File: src/rtl/oc_master_timer.sv
module oc_master_timer #(
  parameter int CW = 16,
  parameter int PW = 8,
  parameter int AW = 4
) (
  input  logic          clk,
  input  logic          rst_n,
  input  logic          tick,
  input  logic          mode_n,
  input  logic          wr_en,
  input  logic [AW-1:0] addr,
  input  logic [CW-1:0] wdata,
  output logic [CW-1:0] rdata,
  output logic [PW-1:0] port_out
);
  localparam int IW    = $clog2(PW);
  localparam int ACTW  = 2 * (PW - 1);
  localparam int A_CNT = PW;
  localparam int A_ACT = PW + 1;
  localparam int A_MSK = PW + 2;
  localparam int A_DAT = PW + 3;

  logic [CW-1:0]   cnt;
  logic [CW-1:0]   cmp [PW];
  logic [ACTW-1:0] act;
  logic [PW-1:0]   msk, dat, hit, pnext;

  wire            cnt_wr  = wr_en && addr == AW'(A_CNT) && !mode_n;
  wire            step    = tick && !cnt_wr;
  wire [CW-1:0]   cnt_nxt = cnt + 1'b1;

  function automatic logic apply_act(input logic cur, input logic [1:0] a);
    case (a)
      2'b01:   return ~cur;
      2'b10:   return 1'b0;
      2'b11:   return 1'b1;
      default: return cur;
    endcase
  endfunction

  for (genvar n = 0; n < PW; n++) begin : g_ch
    assign hit[n] = step && cnt_nxt == cmp[n];
    if (n < PW - 1) begin : g_own
      assign pnext[n] = (hit[PW-1] && msk[n]) ? dat[n] :
                        hit[n] ? apply_act(port_out[n], act[2*n +: 2]) : port_out[n];
    end else begin : g_master
      assign pnext[n] = (hit[n] && msk[n]) ? dat[n] : port_out[n];
    end
  end

  always_ff @(posedge clk or negedge rst_n) begin
    if (!rst_n) begin
      cnt      <= '0;
      act      <= '0;
      msk      <= '0;
      dat      <= '0;
      port_out <= '0;
      for (int n = 0; n < PW; n++) cmp[n] <= '0;
    end else begin
      port_out <= pnext;
      if (cnt_wr)    cnt <= wdata;
      else if (tick) cnt <= cnt_nxt;
      if (wr_en) begin
        for (int n = 0; n < PW; n++)
          if (addr == AW'(n)) cmp[n] <= wdata;
        if (addr == AW'(A_ACT)) act <= wdata[ACTW-1:0];
        if (addr == AW'(A_MSK)) msk <= wdata[PW-1:0];
        if (addr == AW'(A_DAT)) dat <= wdata[PW-1:0];
      end
    end
  end

  always_comb begin
    rdata = '0;
    if (addr < AW'(PW))          rdata = cmp[addr[IW-1:0]];
    else if (addr == AW'(A_CNT)) rdata = cnt;
    else if (addr == AW'(A_ACT)) rdata = CW'(act);
    else if (addr == AW'(A_MSK)) rdata = CW'(msk);
    else if (addr == AW'(A_DAT)) rdata = CW'(dat);
  end
endmodule


File: config.mk
export PLATFORM = sky130hd
export DESIGN_NAME = oc_master_timer
export DESIGN_NICKNAME = d
export VERILOG_FILES = /design/src/rtl/oc_master_timer.sv
export SDC_FILE = /design/constraint.sdc
export NUM_CORES = 1
export LEC_CHECK = 0
export BUFFER_PORTS_ARGS = -buffer_cell sky130_fd_sc_hd__buf_4
export CAP_MARGIN = 30
export CORE_ASPECT_RATIO = 1.25
export CORE_MARGIN = 5
export CORE_UTILIZATION = 57
export DETAILED_ROUTE_END_ITERATION = 6
export PLACE_DENSITY = 0.83
export SKIP_CTS_REPAIR_TIMING = 1
export SYNTH_ARGS = -nofsm -noshare
export SYNTH_HDL_FRONTEND = slang
export SYNTH_SLANG_ARGS = --single-unit
File: constraint.sdc
create_clock -name clk -period 3.37 [get_ports clk]
set_clock_uncertainty 0.05 [all_clocks]
set_input_delay 0.5055 -clock clk [delete_from_list [all_inputs] [get_ports clk]]
set_output_delay 0.5055 -clock clk [all_outputs]
set_load 0.03 [all_outputs]
==> impl_metrics.csv, run 1 <==
group,metric,value,unit
final_layout,stdcell_area,13600,sq um
clock_tree,path_clk_slew,0.08,ns
yosys,synth_area,11700,sq um
drt,wl_per_cell,28.6,um
final_layout,antennaDiodeCount,0,
setup_path,crit_path_end_kind,"flop",
die,dieArea,23400,sq um
status,violations,"negative hold slack",
drt,drt-pass1-iter-count,7,
worst_hold_path,hp-class,"in -> async",
final_layout,syn2layout_area_growth,16.8,%
setup_path,worstPathArrival,3.58,ns
clock_tree,cts_tree,"built",
yosys,synthMuxAreaShare,25.0,%
drt,via_per_inst,6.77,
setup_path,path_buf_inv,3,
clock_tree,cts_inserted_buffers,17,
grt,grt_max_degree,64,
yosys,synth_top_family_by_area,"multiplexers",
yosys,synthXorXnorAreaFrac,12.2,%
yosys,synth_largest_area_cell,"dfrtp_1",
yosys,synth_flop_cell,"dfrtp_1",
clock_tree,clockBufferDepth,2,
final_layout,fill_cells,1565,
clock_tree,clkLatencyLatePin,0.44,ns
yosys,synth-compound-area-share,8.76,%
final_layout,layout-drive-gt1-share,37.4,%
yosys,avgSynthCellArea,11.3,sq um
placement,port_buffers,48,
clock_tree,h-tree-depth,4,
yosys,ys_types,80,
grt,met2_usage,57.1,%
grt,grtUsageTotal,35.7,%
yosys,ys_seq_area_share,39.0,%
sta,finalCriticalPeriod,3.31,ns
grt,busiest_layer,"met2",
sta,finalSetupViolations,0,
yosys,ys_ff_latch,182,
setup_path,path_cells,"nand4_1 > buf_4 > buf_4 > nor2_2 > buf_4 > xnor2_1 > o2111ai_1 > nor4_2 > nand4_1 > mux2_2 > mux2_1",
grt,met1_usage,43.8,%
sta,worstMarginPinSlew,0.765,ns
sta,finalCritPeriodShare,98.1,%
drt,drt_iter0_drc,947,
drt,wirelength,40400,um
drt,vias,9567,
power,ir_drop,0.422,mV
die,die_y,170,um
yosys,synth_area_leaders,"dfrtp_1, mux2_2, mux4_2",
drt,ant_nets,0,
grt,grt_pass1_vias,9659,
grt,grt_pass1_wl,61300,um
sta,holdWs,-0.00779,ns
yosys,synth_fa_ha_area_share,0.644,%
setup_path,crit_required,3.65,ns
final_layout,final_nets,1162,
yosys,synth_fp_nets,1066,
yosys,yosysWarnings,0,
placement,placed_area,12800,sq um
placement,hpwlAfterDp,30000,um
power,power.density,768,nW/um^2
setup_path,cp_max_fo,7,
setup_path,slowest_stage,"dfrtp_1",
die,core-area,20200,sq um
final_layout,final_common_cell,"dfrtp_1",
sta,slew_violations,0,
die,die_w,138,um
yosys,synth_top_cell_area_share,39.0,%
yosys,synth-edff-count,0,
drt,drcViolationCount,0,
sta,hold_viol,7,
flow_run,drv_cap,0,
clock_tree,clkSinkCount,182,
clock_tree,root_buffer,"clkbuf_16",
placement,preCtsSetupSlack,-0.395,ns
final_layout,layout_common_cells,"dfrtp_1, mux2_2, buf_4",
yosys,synth_simple_gate_area_share,10.9,%
setup_path,worst_setup_path_start_kind,"flop",
setup_path,path_class,"reg -> reg",
setup_path,cp_top_family,"simple AND/OR/NAND/NOR gates",
sta,maxSlewHeadroom,49.0,%
grt,grt-ovfl-total,0,
die,ios,49,
die,placementRows,58,
grt,antenna_found_initial,0,
yosys,syn-instance-count,1035,
placement,routabilityCongestion,1.11,
grt,met3_usage,6.89,%
power,p_leak,5.77,nW
sta,setup_slack,0.0645,ns
setup_path,cp_slowest_stage_delay,0.46,ns
status,status,"finished with violations",
sta,fmax,303,MHz
yosys,ys_async_sr_fraction,100,%
die,start_util,57.8,%
setup_path,cp_common_cell,"buf_4",
==> flip-flops by register name, summed over array words and instances, names as in the netlist <==
signal / cells
act: 14
cmp: 128
cnt: 16
dat: 8
msk: 8
port_out: 8
==> cells in the mapped netlist (12+ instances only) <==
master,n
xor2_1,58
mux2_2,161
a21oi_1,28
dfrtp_1,182
nand2_1,64
mux4_2,40
nand3_1,20
nor3_1,13
clkbuf_1,45
inv_1,15
nor2_1,46
buf_2,12
xnor2_1,72
o21ai_0,58
and3_1,16
mux2i_1,14
==> report_power, final <==
| group | switching [mW] | leakage [nW] | internal, mW | total (mW) |
|---|---|---|---|---|
| sequential | 0.706 | 2.22 | 2.71 | 3.42 |
| combinational | 2.66 | 3.25 | 2.28 | 4.94 |
| clock | 1.03 | 0.293 | 1.07 | 2.10 |
| total | 4.40 | 5.77 | 6.06 | 10.5 |
==> per-stage QoR <==
step | utilization [%] | setup TNS (ns) | std cells | power [mW]
detailed placement | 63.7 | -0.627 | 1380 | 8.08
finish | 67.5 | 0 | 1414 | 10.5
global route | 67.5 | -0.00706 | 1414 | 10.9
CTS | 66.7 | -0.783 | 1412 | 10.2
global placement | 63.7 | -0.417 | 1380 | 8.01
floorplan | - | 0 | 1035 | 6.29
==> worst reg2reg max path: stages, from the launching register on <==
cell	delay, ns
dfrtp_1	0.46
nand4_1	0.17
buf_4	0.20
buf_4	0.16
nor2_2	0.16
buf_4	0.20
xnor2_1	0.23
o2111ai_1	0.24
nor4_2	0.42
nand4_1	0.26
mux2_2	0.34
mux2_1	0.30
==> cell type report <==
cell class                 count  area [sq um]  area share [%]
clock buffer                  17           425            3.12
clock inverter                15           184            1.35
inverter                      17          63.8           0.469
multi-input combinational    759          6860            50.4
sequential                   182          4560            33.5
tap                          270           338            2.48
timing repair buffer         154          1190            8.75
==> kinds of logic after synthesis <==
logic type | count (synthesis)
flip-flops | 182
XOR/XNOR | 143
buffers and inverters | 94
adder cells (fa/ha/maj) | 6
AO/OA/AOI/OAI | 156
multiplexers | 221
AND/OR/NAND/NOR | 233
==> worst paths after layout <==
path                                              start                       to  slack, ns  cells after the start
worst max register to register       cnt[2]$_DFFE_PN0P_  port_out[1]$_DFFE_PN0P_       0.06                     11
min in group clk                              wdata[14]     cmp[110]$_DFFE_PN0P_       0.33                      2
max in group asynchronous                         rst_n      cmp[27]$_DFFE_PN0P_       2.38                      2
worst min-delay path                              rst_n      cmp[84]$_DFFE_PN0P_     -0.008                      1
worst max-delay path                 cnt[2]$_DFFE_PN0P_  port_out[1]$_DFFE_PN0P_       0.06                     11
worst min register to register  port_out[7]$_DFFE_PN0P_  port_out[7]$_DFFE_PN0P_       0.46                      1
==> per-layer routing <==
metal / vias to the layer above / routed length, um
li1: 3988 / -
met1: 4838 / 14700
met2: 550 / 19300
met3: 191 / 3220
met4: 0 / 3230
met5: - / 0
No activity file was read; power rests on OpenSTA's default activity.
==> run 2: changes to the inputs <==
- PLACE_DENSITY: 0.83 -> 0.87
- REMOVE_ABC_BUFFERS: not set -> 1
==> run 2 against run 1 <==
- the run now ends clean
- sequential power is essentially flat
- worst setup slack got worse by 0.040 ns
- die area unchanged
- largest cell class unchanged
- largest power group unchanged
- first-iteration DRC count up 11%
- global-route usage barely moved
- final cell count down 0.57%
- design area down 0.40%
- sequential share of layout area rose by 0.13 points
- count of clock-buffer cells in the layout increased by 1
- sequential cell count unchanged
- fmax decreased by 1.2%
==> impl_metrics.csv, run 2 (synthesis gave the netlist of run 1 again) <==
group,metric,value,unit
final_layout,final_nets,1153,
power,p_sw,4.38,mW
sta,fmax,299,MHz
drt,wirelength,40400,um
final_layout,fill_cells,1534,
grt,antenna_found_initial,0,
final_layout,seq_area,4550,sq um
grt,grtUsageTotal,35.7,%
sta,finalCritPeriodShare,99.3,%
setup_path,reg2reg_depth,10,
die,ios,49,
power,combPwrFrac,47.8,%
placement,hpwlAfterDp,29300,um
clock_tree,root_buffer,"clkbuf_16",
die,die_w,138,um
sta,worstMarginPinSlew,0.945,ns
power,clockPowerShare,19.4,%
power,internal_power,6.01,mW
power,finalPower,10.4,mW
clock_tree,clkLatencyLatePin,0.44,ns
power,seqPwrFrac,32.8,%
drt,drcViolationCount,0,
grt,grt_pass1_wl,61200,um
setup_path,cp_common_cell,"and3_1",
sta,finalCriticalPeriod,3.35,ns
drt,drt_iter0_drc,1047,
drt,vias,9324,
clock_tree,clockBufferDepth,2,
setup_path,path_buf_inv,1,
setup_path,crit_path_end,"port_out[1]$_DFFE_PN0P_",
power,ir_drop,0.426,mV
die,placementRows,58,
sta,fin_setup_tns,0,ns
sta,grt_setup_unrepaired,"yes",
setup_path,crit_path_end_kind,"flop",
die,dieArea,23400,sq um
final_layout,layout_common_cells,"dfrtp_1, mux2_2, buf_4",
status,status,"complete, no violations",
setup_path,startpoint,"cnt[0]$_DFFE_PN0P_",
setup_path,cp_slowest_stage_delay,0.43,ns
clock_tree,clkSinkCount,182,
setup_path,cp.depth,10,
placement,port_buffers,48,
worst_hold_path,hp-class,"in -> async",
grt,grt_max_degree,78,
sta,slew_violations,0,
power,power.density,766,nW/um^2
setup_path,worst_setup_path_start_kind,"flop",
grt,grt-ovfl-total,0,
drt,wl_per_cell,28.7,um
clock_tree,cts_tree,"built",
setup_path,cp_max_fo,7,
grt,grt_pass1_vias,9629,
final_layout,multi_input_area,6830,sq um
placement,routabilityCongestion,1.07,
clock_tree,cts_inserted_buffers,17,
flow_run,drv_cap,0,
final_layout,layout-drive-gt1-share,36.8,%
clock_tree,path_clk_slew,0.07,ns
drt,via_per_inst,6.63,
setup_path,path_cells,"ha_4 > and3_1 > buf_4 > and3_1 > a21oi_1 > o2111ai_1 > nor4_2 > nand4_1 > mux2_2 > mux2_1",
clock_tree,h-tree-depth,4,
sta,finalSetupViolations,0,
setup_path,slowest_stage,"dfrtp_1",
final_layout,regMostFlops,"cmp",
final_layout,reg_top3,"cmp: 128 flops, cnt: 16 flops, act: 14 flops",
setup_path,r2r-end,"port_out[1]$_DFFE_PN0P_",
setup_path,r2r_slack,0.02,ns
setup_path,worstPathArrival,3.62,ns
final_layout,largest_register_ffs,128,
sta,maxSlewHeadroom,37.0,%
setup_path,path_class,"reg -> reg",
sta,hold_viol,0,
die,die_y,170,um
power,p_leak,5.72,nW
drt,ant_nets,0,
setup_path,r2r_start,"cnt[0]$_DFFE_PN0P_",
final_layout,final_common_cell,"dfrtp_1",
final_layout,syn2layout_area_growth,16.3,%
power,swShare,42.1,%
setup_path,crit_required,3.65,ns
drt,drt-pass1-iter-count,5,
setup_path,cp_top_family,"simple AND/OR/NAND/NOR gates",
die,start_util,57.8,%
die,core-area,20200,sq um
-- run 2: cell count changes in the layout (fill, tap and decap cells not counted), moves of 2 or more --
cell / previous run / this run
buf_4: 150 / 136
buf_12: 2 / 6
nor4_2: 2 / 5
nor4_4: 6 / 3
a2111oi_1: 2 / 0
clkinv_4: 1 / 3
clkinvlp_4: 2 / 0
inv_6: 1 / 3
inv_8: 6 / 4
nand3_2: 1 / 3
o311ai_0: 1 / 3
o311ai_1: 2 / 0
-- run 2: power groups by stage --
stage / clock network, mW / logic, mW / registers, mW
after floorplan: 0 / 2.78 / 3.34
after global placement: 0 / 4.66 / 3.39
after detailed placement: 0 / 4.70 / 3.41
after CTS: 2.03 / 4.74 / 3.38
after global routing: 2.12 / 5.24 / 3.46
final: 2.02 / 4.97 / 3.41
-- run 2: worst reg2reg max path, cell delays in order (launching register included) --
cell and delay (ns):
dfrtp_1 0.43, ha_4 0.20, and3_1 0.29, buf_4 0.21, and3_1 0.17, a21oi_1 0.34, o2111ai_1 0.22, nor4_2 0.41
nand4_1 0.28, mux2_2 0.34, mux2_1 0.30
-- run 2: worst min path at each step --
stage | start | slack, ns | cells past startpoint | to
5_1_grt | rst_n | 0.12 | 1 | cmp[95]$_DFFE_PN0P_
2_1_floorplan | rst_n | 0.16 | 0 | act[0]$_DFFE_PN0P_
3_5_place_dp | dat[0]$_DFFE_PN0P_ | 0.46 | 1 | port_out[0]$_DFFE_PN0P_
4_1_cts | rst_n | 0.08 | 1 | cmp[45]$_DFFE_PN0P_
6_report | rst_n | 0.06 | 1 | cmp[95]$_DFFE_PN0P_
3_3_place_gp | port_out[7]$_DFFE_PN0P_ | 0.45 | 1 | port_out[7]$_DFFE_PN0P_
-- run 2: cell type report --
| type | count | area share (%) |
|---|---|---|
| multi-input cells | 759 | 50.4 |
| inverters | 17 | 0.470 |
| clock buffers | 18 | 3.16 |
| well taps | 270 | 2.49 |
| flip-flops and latches | 182 | 33.6 |
| diodes | 1 | 0.0185 |
| clock inverters | 14 | 1.20 |
| repair buffers | 145 | 8.69 |
-- run 2: through the flow --
stage          instance area [sq um]  worst slack [ns]  utilization (%)  hold slack, ns  std cells
2_1_floorplan                  11300            -0.204                -           0.160        958
3_3_place_gp                   12800            0.0324             63.7           0.449       1373
3_5_place_dp                   12800            -0.151             63.7           0.461       1373
4_1_cts                        13400            -0.175             66.6          0.0836       1405
5_1_grt                        13600            -0.156             67.2           0.119       1405
6_report                       13600            0.0247             67.2          0.0615       1406
-- run 2: layer usage --
layer / up-vias / share of wire, % / GRT usage, %
li1: 3967 / - / -
met1: 4726 / 37 / 43.5
met2: 483 / 49 / 59.1
met3: 148 / 7.3 / 7.89
met4: 0 / 6.4 / 19.1
met5: - / 0 / 0
==> run 3: changes to the inputs <==
- ABC_AREA: not set -> 1
- PLACE_DENSITY: 0.87 -> 0.88
==> run 3 against run 2 <==
- total power fell by 23%
- die area fell by 3.6%
- sequential power down 8.2%
- combinational power fell by 42%
- synthesized area decreased by 3.8%
- hold slack better by 0.0074 ns
- critical path type is now in -> out
- critical endpoint is now rdata[4]
- largest power group is now registers
==> impl_metrics.csv, run 3 <==
group,metric,value,unit
status,status,"complete, no violations",
final_layout,largest_register_ffs,128,
placement,placed_area,12000,sq um
drt,ant_nets,0,
yosys,synth_simple_gate_area_share,32.3,%
final_layout,final_nets,1720,
sta,holdWs,0.0689,ns
yosys,synthXorXnorAreaFrac,1.48,%
power,p_leak,6.23,nW
setup_path,r2r_slack,0.41,ns
setup_path,cp_slowest_stage_delay,0.35,ns
yosys,synth-edff-count,0,
yosys,synth_largest_area_cell,"dfrtp_1",
drt,wirelength,43800,um
placement,hpwlAfterDp,31800,um
sta,fmax,332,MHz
yosys,synth_top_cell_area_share,40.6,%
clock_tree,root_buffer,"clkbuf_16",
final_layout,syn2layout_area_growth,11.8,%
die,die_y,167,um
sta,worstMarginPinSlew,0.888,ns
grt,antenna_found_initial,0,
power,internal_power,4.52,mW
yosys,synth_area_leaders,"dfrtp_1, nand2_1, o21ai_0",
drt,via_per_inst,6.16,
drt,wl_per_cell,22.3,um
yosys,synth_area,11200,sq um
yosys,ys_async_sr_fraction,100,%
grt,grt-ovfl-total,0,
yosys,synth_top_family_by_area,"simple AND/OR/NAND/NOR gates",
final_layout,layout_common_cells,"nand2_1, inv_1, o21ai_0",
sta,slew_violations,0,
setup_path,crit_path_end_kind,"output pin",
setup_path,path_cells,"buf_4 > inv_1 > nand2_1 > clkinv_1 > nand2_1 > o21ai_0 > a21oi_1 > o2111ai_1 > buf_4",
setup_path,path_class,"in -> out",
grt,grtUsageTotal,39.3,%
sta,hold_viol,0,
clock_tree,clkLatencyLatePin,0.45,ns
yosys,yosysWarnings,0,
sta,grt_setup_unrepaired,"no",
yosys,ys_types,38,
setup_path,worst_setup_path_start_kind,"primary input",
flow_run,drv_cap,0,
setup_path,crit_required,2.81,ns
final_layout,final_cells,1966,
yosys,synth-compound-area-share,15.9,%
yosys,synth_common_cells,"nand2_1, inv_1, o21ai_0, dfrtp_1, nand3_1",
die,ios,49,
sta,fin_setup_tns,0,ns
drt,drcViolationCount,0,
final_layout,reg_top3,"cmp: 128 flops, cnt: 16 flops, act: 14 flops",
die,placementRows,57,
final_layout,stdcell_area,12500,sq um
yosys,ys_ff_latch,182,
final_layout,fill_cells,1818,
power,power.density,638,nW/um^2
final_layout,regMostFlops,"cmp",
yosys,avgSynthCellArea,6.81,sq um
die,core-area,19400,sq um
final_layout,layout-drive-gt1-share,8.58,%
grt,grt_pass1_vias,11817,
power,clockPowerShare,24.6,%
setup_path,reg2reg_depth,15,
sta,finalCritPeriodShare,89.4,%
die,start_util,57.8,%
yosys,synthMuxAreaShare,0,%
grt,grt_pass1_wl,67500,um
clock_tree,cts_tree,"built",
sta,finalCriticalPeriod,3.01,ns
final_layout,final_util,64.6,%
setup_path,worstPathArrival,2.46,ns
clock_tree,path_clk_slew,0.08,ns
setup_path,slowest_stage,"nand2_1",
drt,drt-pass1-iter-count,6,
sta,finalSetupViolations,0,
placement,routabilityCongestion,1.07,
die,die_w,135,um
power,combPwrFrac,36.2,%
die,dieArea,22600,sq um
drt,drt_iter0_drc,1613,
final_layout,final_common_cell,"nand2_1",
power,ir_drop,0.377,mV
clock_tree,cts_inserted_buffers,17,
yosys,ys_seq_area_share,40.6,%
setup_path,cp_max_fo,9,
yosys,synth_fa_ha_area_share,0.669,%
setup_path,r2r-end,"port_out[5]$_DFFE_PN0P_",
clock_tree,clockBufferDepth,2,
worst_hold_path,hp-class,"in -> async",
yosys,syn-instance-count,1646,
placement,place_inst,1935,
drt,vias,12107,
clock_tree,h-tree-depth,4,
grt,grt_max_degree,100,
power,p_sw,3.48,mW
power,swShare,43.5,%
yosys,synth_flop_cell,"dfrtp_1",
clock_tree,clkSinkCount,182,
sta,maxSlewHeadroom,40.6,%
power,seqPwrFrac,39.2,%
final_layout,antennaDiodeCount,0,
setup_path,r2r_start,"cnt[1]$_DFFE_PN0P_",
yosys,synth.most_common_cell,"nand2_1",
setup_path,startpoint,"addr[2]",
placement,port_buffers,48,
[run 3: cell types whose count changed in the layout (fill, tap and decap cells not counted), sizes merged, moves of 67 or more]
cell,delta
buf,-67
inv,+190
mux2,-167
nand2,+502
nand3,+113
nor2,+85
o21ai,+139
xnor2,-72
[run 3: how the worst max path moves through the flow]
stage                     slack (ns)                 endpoint  cells after the start
after floorplan                 0.72                 rdata[0]                      5
after global placement          0.50                 rdata[3]                      9
after detailed placement        0.47                 rdata[5]                      9
after CTS                       0.45                 rdata[4]                      9
after global routing            0.16  port_out[3]$_DFFE_PN0P_                     15
final                           0.36                 rdata[4]                      9
[run 3: power groups by stage]
| stage | Combinational, mW | Sequential, mW | Clock, mW |
|---|---|---|---|
| floorplan | 1.86 | 3.01 | 0 |
| global route | 3.19 | 3.18 | 2.08 |
| detailed placement | 2.81 | 3.15 | 0 |
| global placement | 2.76 | 3.14 | 0 |
| CTS | 2.83 | 3.11 | 1.97 |
| finish | 2.90 | 3.13 | 1.97 |
[run 3: layout make-up]
type / count / area (sq um) / area share, %
multi-input combinational: 1200 / 5660 / 45.2
clock buffer: 18 / 429 / 3.42
clock inverter: 13 / 139 / 1.11
tap: 265 / 332 / 2.64
inverter: 209 / 785 / 6.26
sequential: 182 / 4550 / 36.3
timing repair buffer: 79 / 637 / 5.08
[run 3: worst max-delay path: cells and delay by family]
family	cells	cell delay [ns]
AO/OA/AOI/OAI	3	0.68
buffers and inverters	4	0.70
AND/OR/NAND/NOR	2	0.56
[run 3: cells by family after synthesis]
family                     Yosys count
and+or+nand+nor                    861
adders and majority gates            6
xor gates and xnor gates            19
buffers and inverters              264
DFF                                182
AOI/OAI and AO/OA                  314
[run 3: per-layer routing]
metal / wire [um] / GRT usage [%]
met5: 0 / 0
met4: 4300 / 30.7
met3: 4880 / 7.85
met2: 19300 / 59.4
met1: 15400 / 49.0
[run 3: stage by stage]
stage	power, mW	worst slack (ns)
floorplan	4.87	0.722
global placement	5.90	0.499
detailed placement	5.96	0.467
CTS	7.90	0.449
global route	8.45	0.158
finish	8.00	0.359
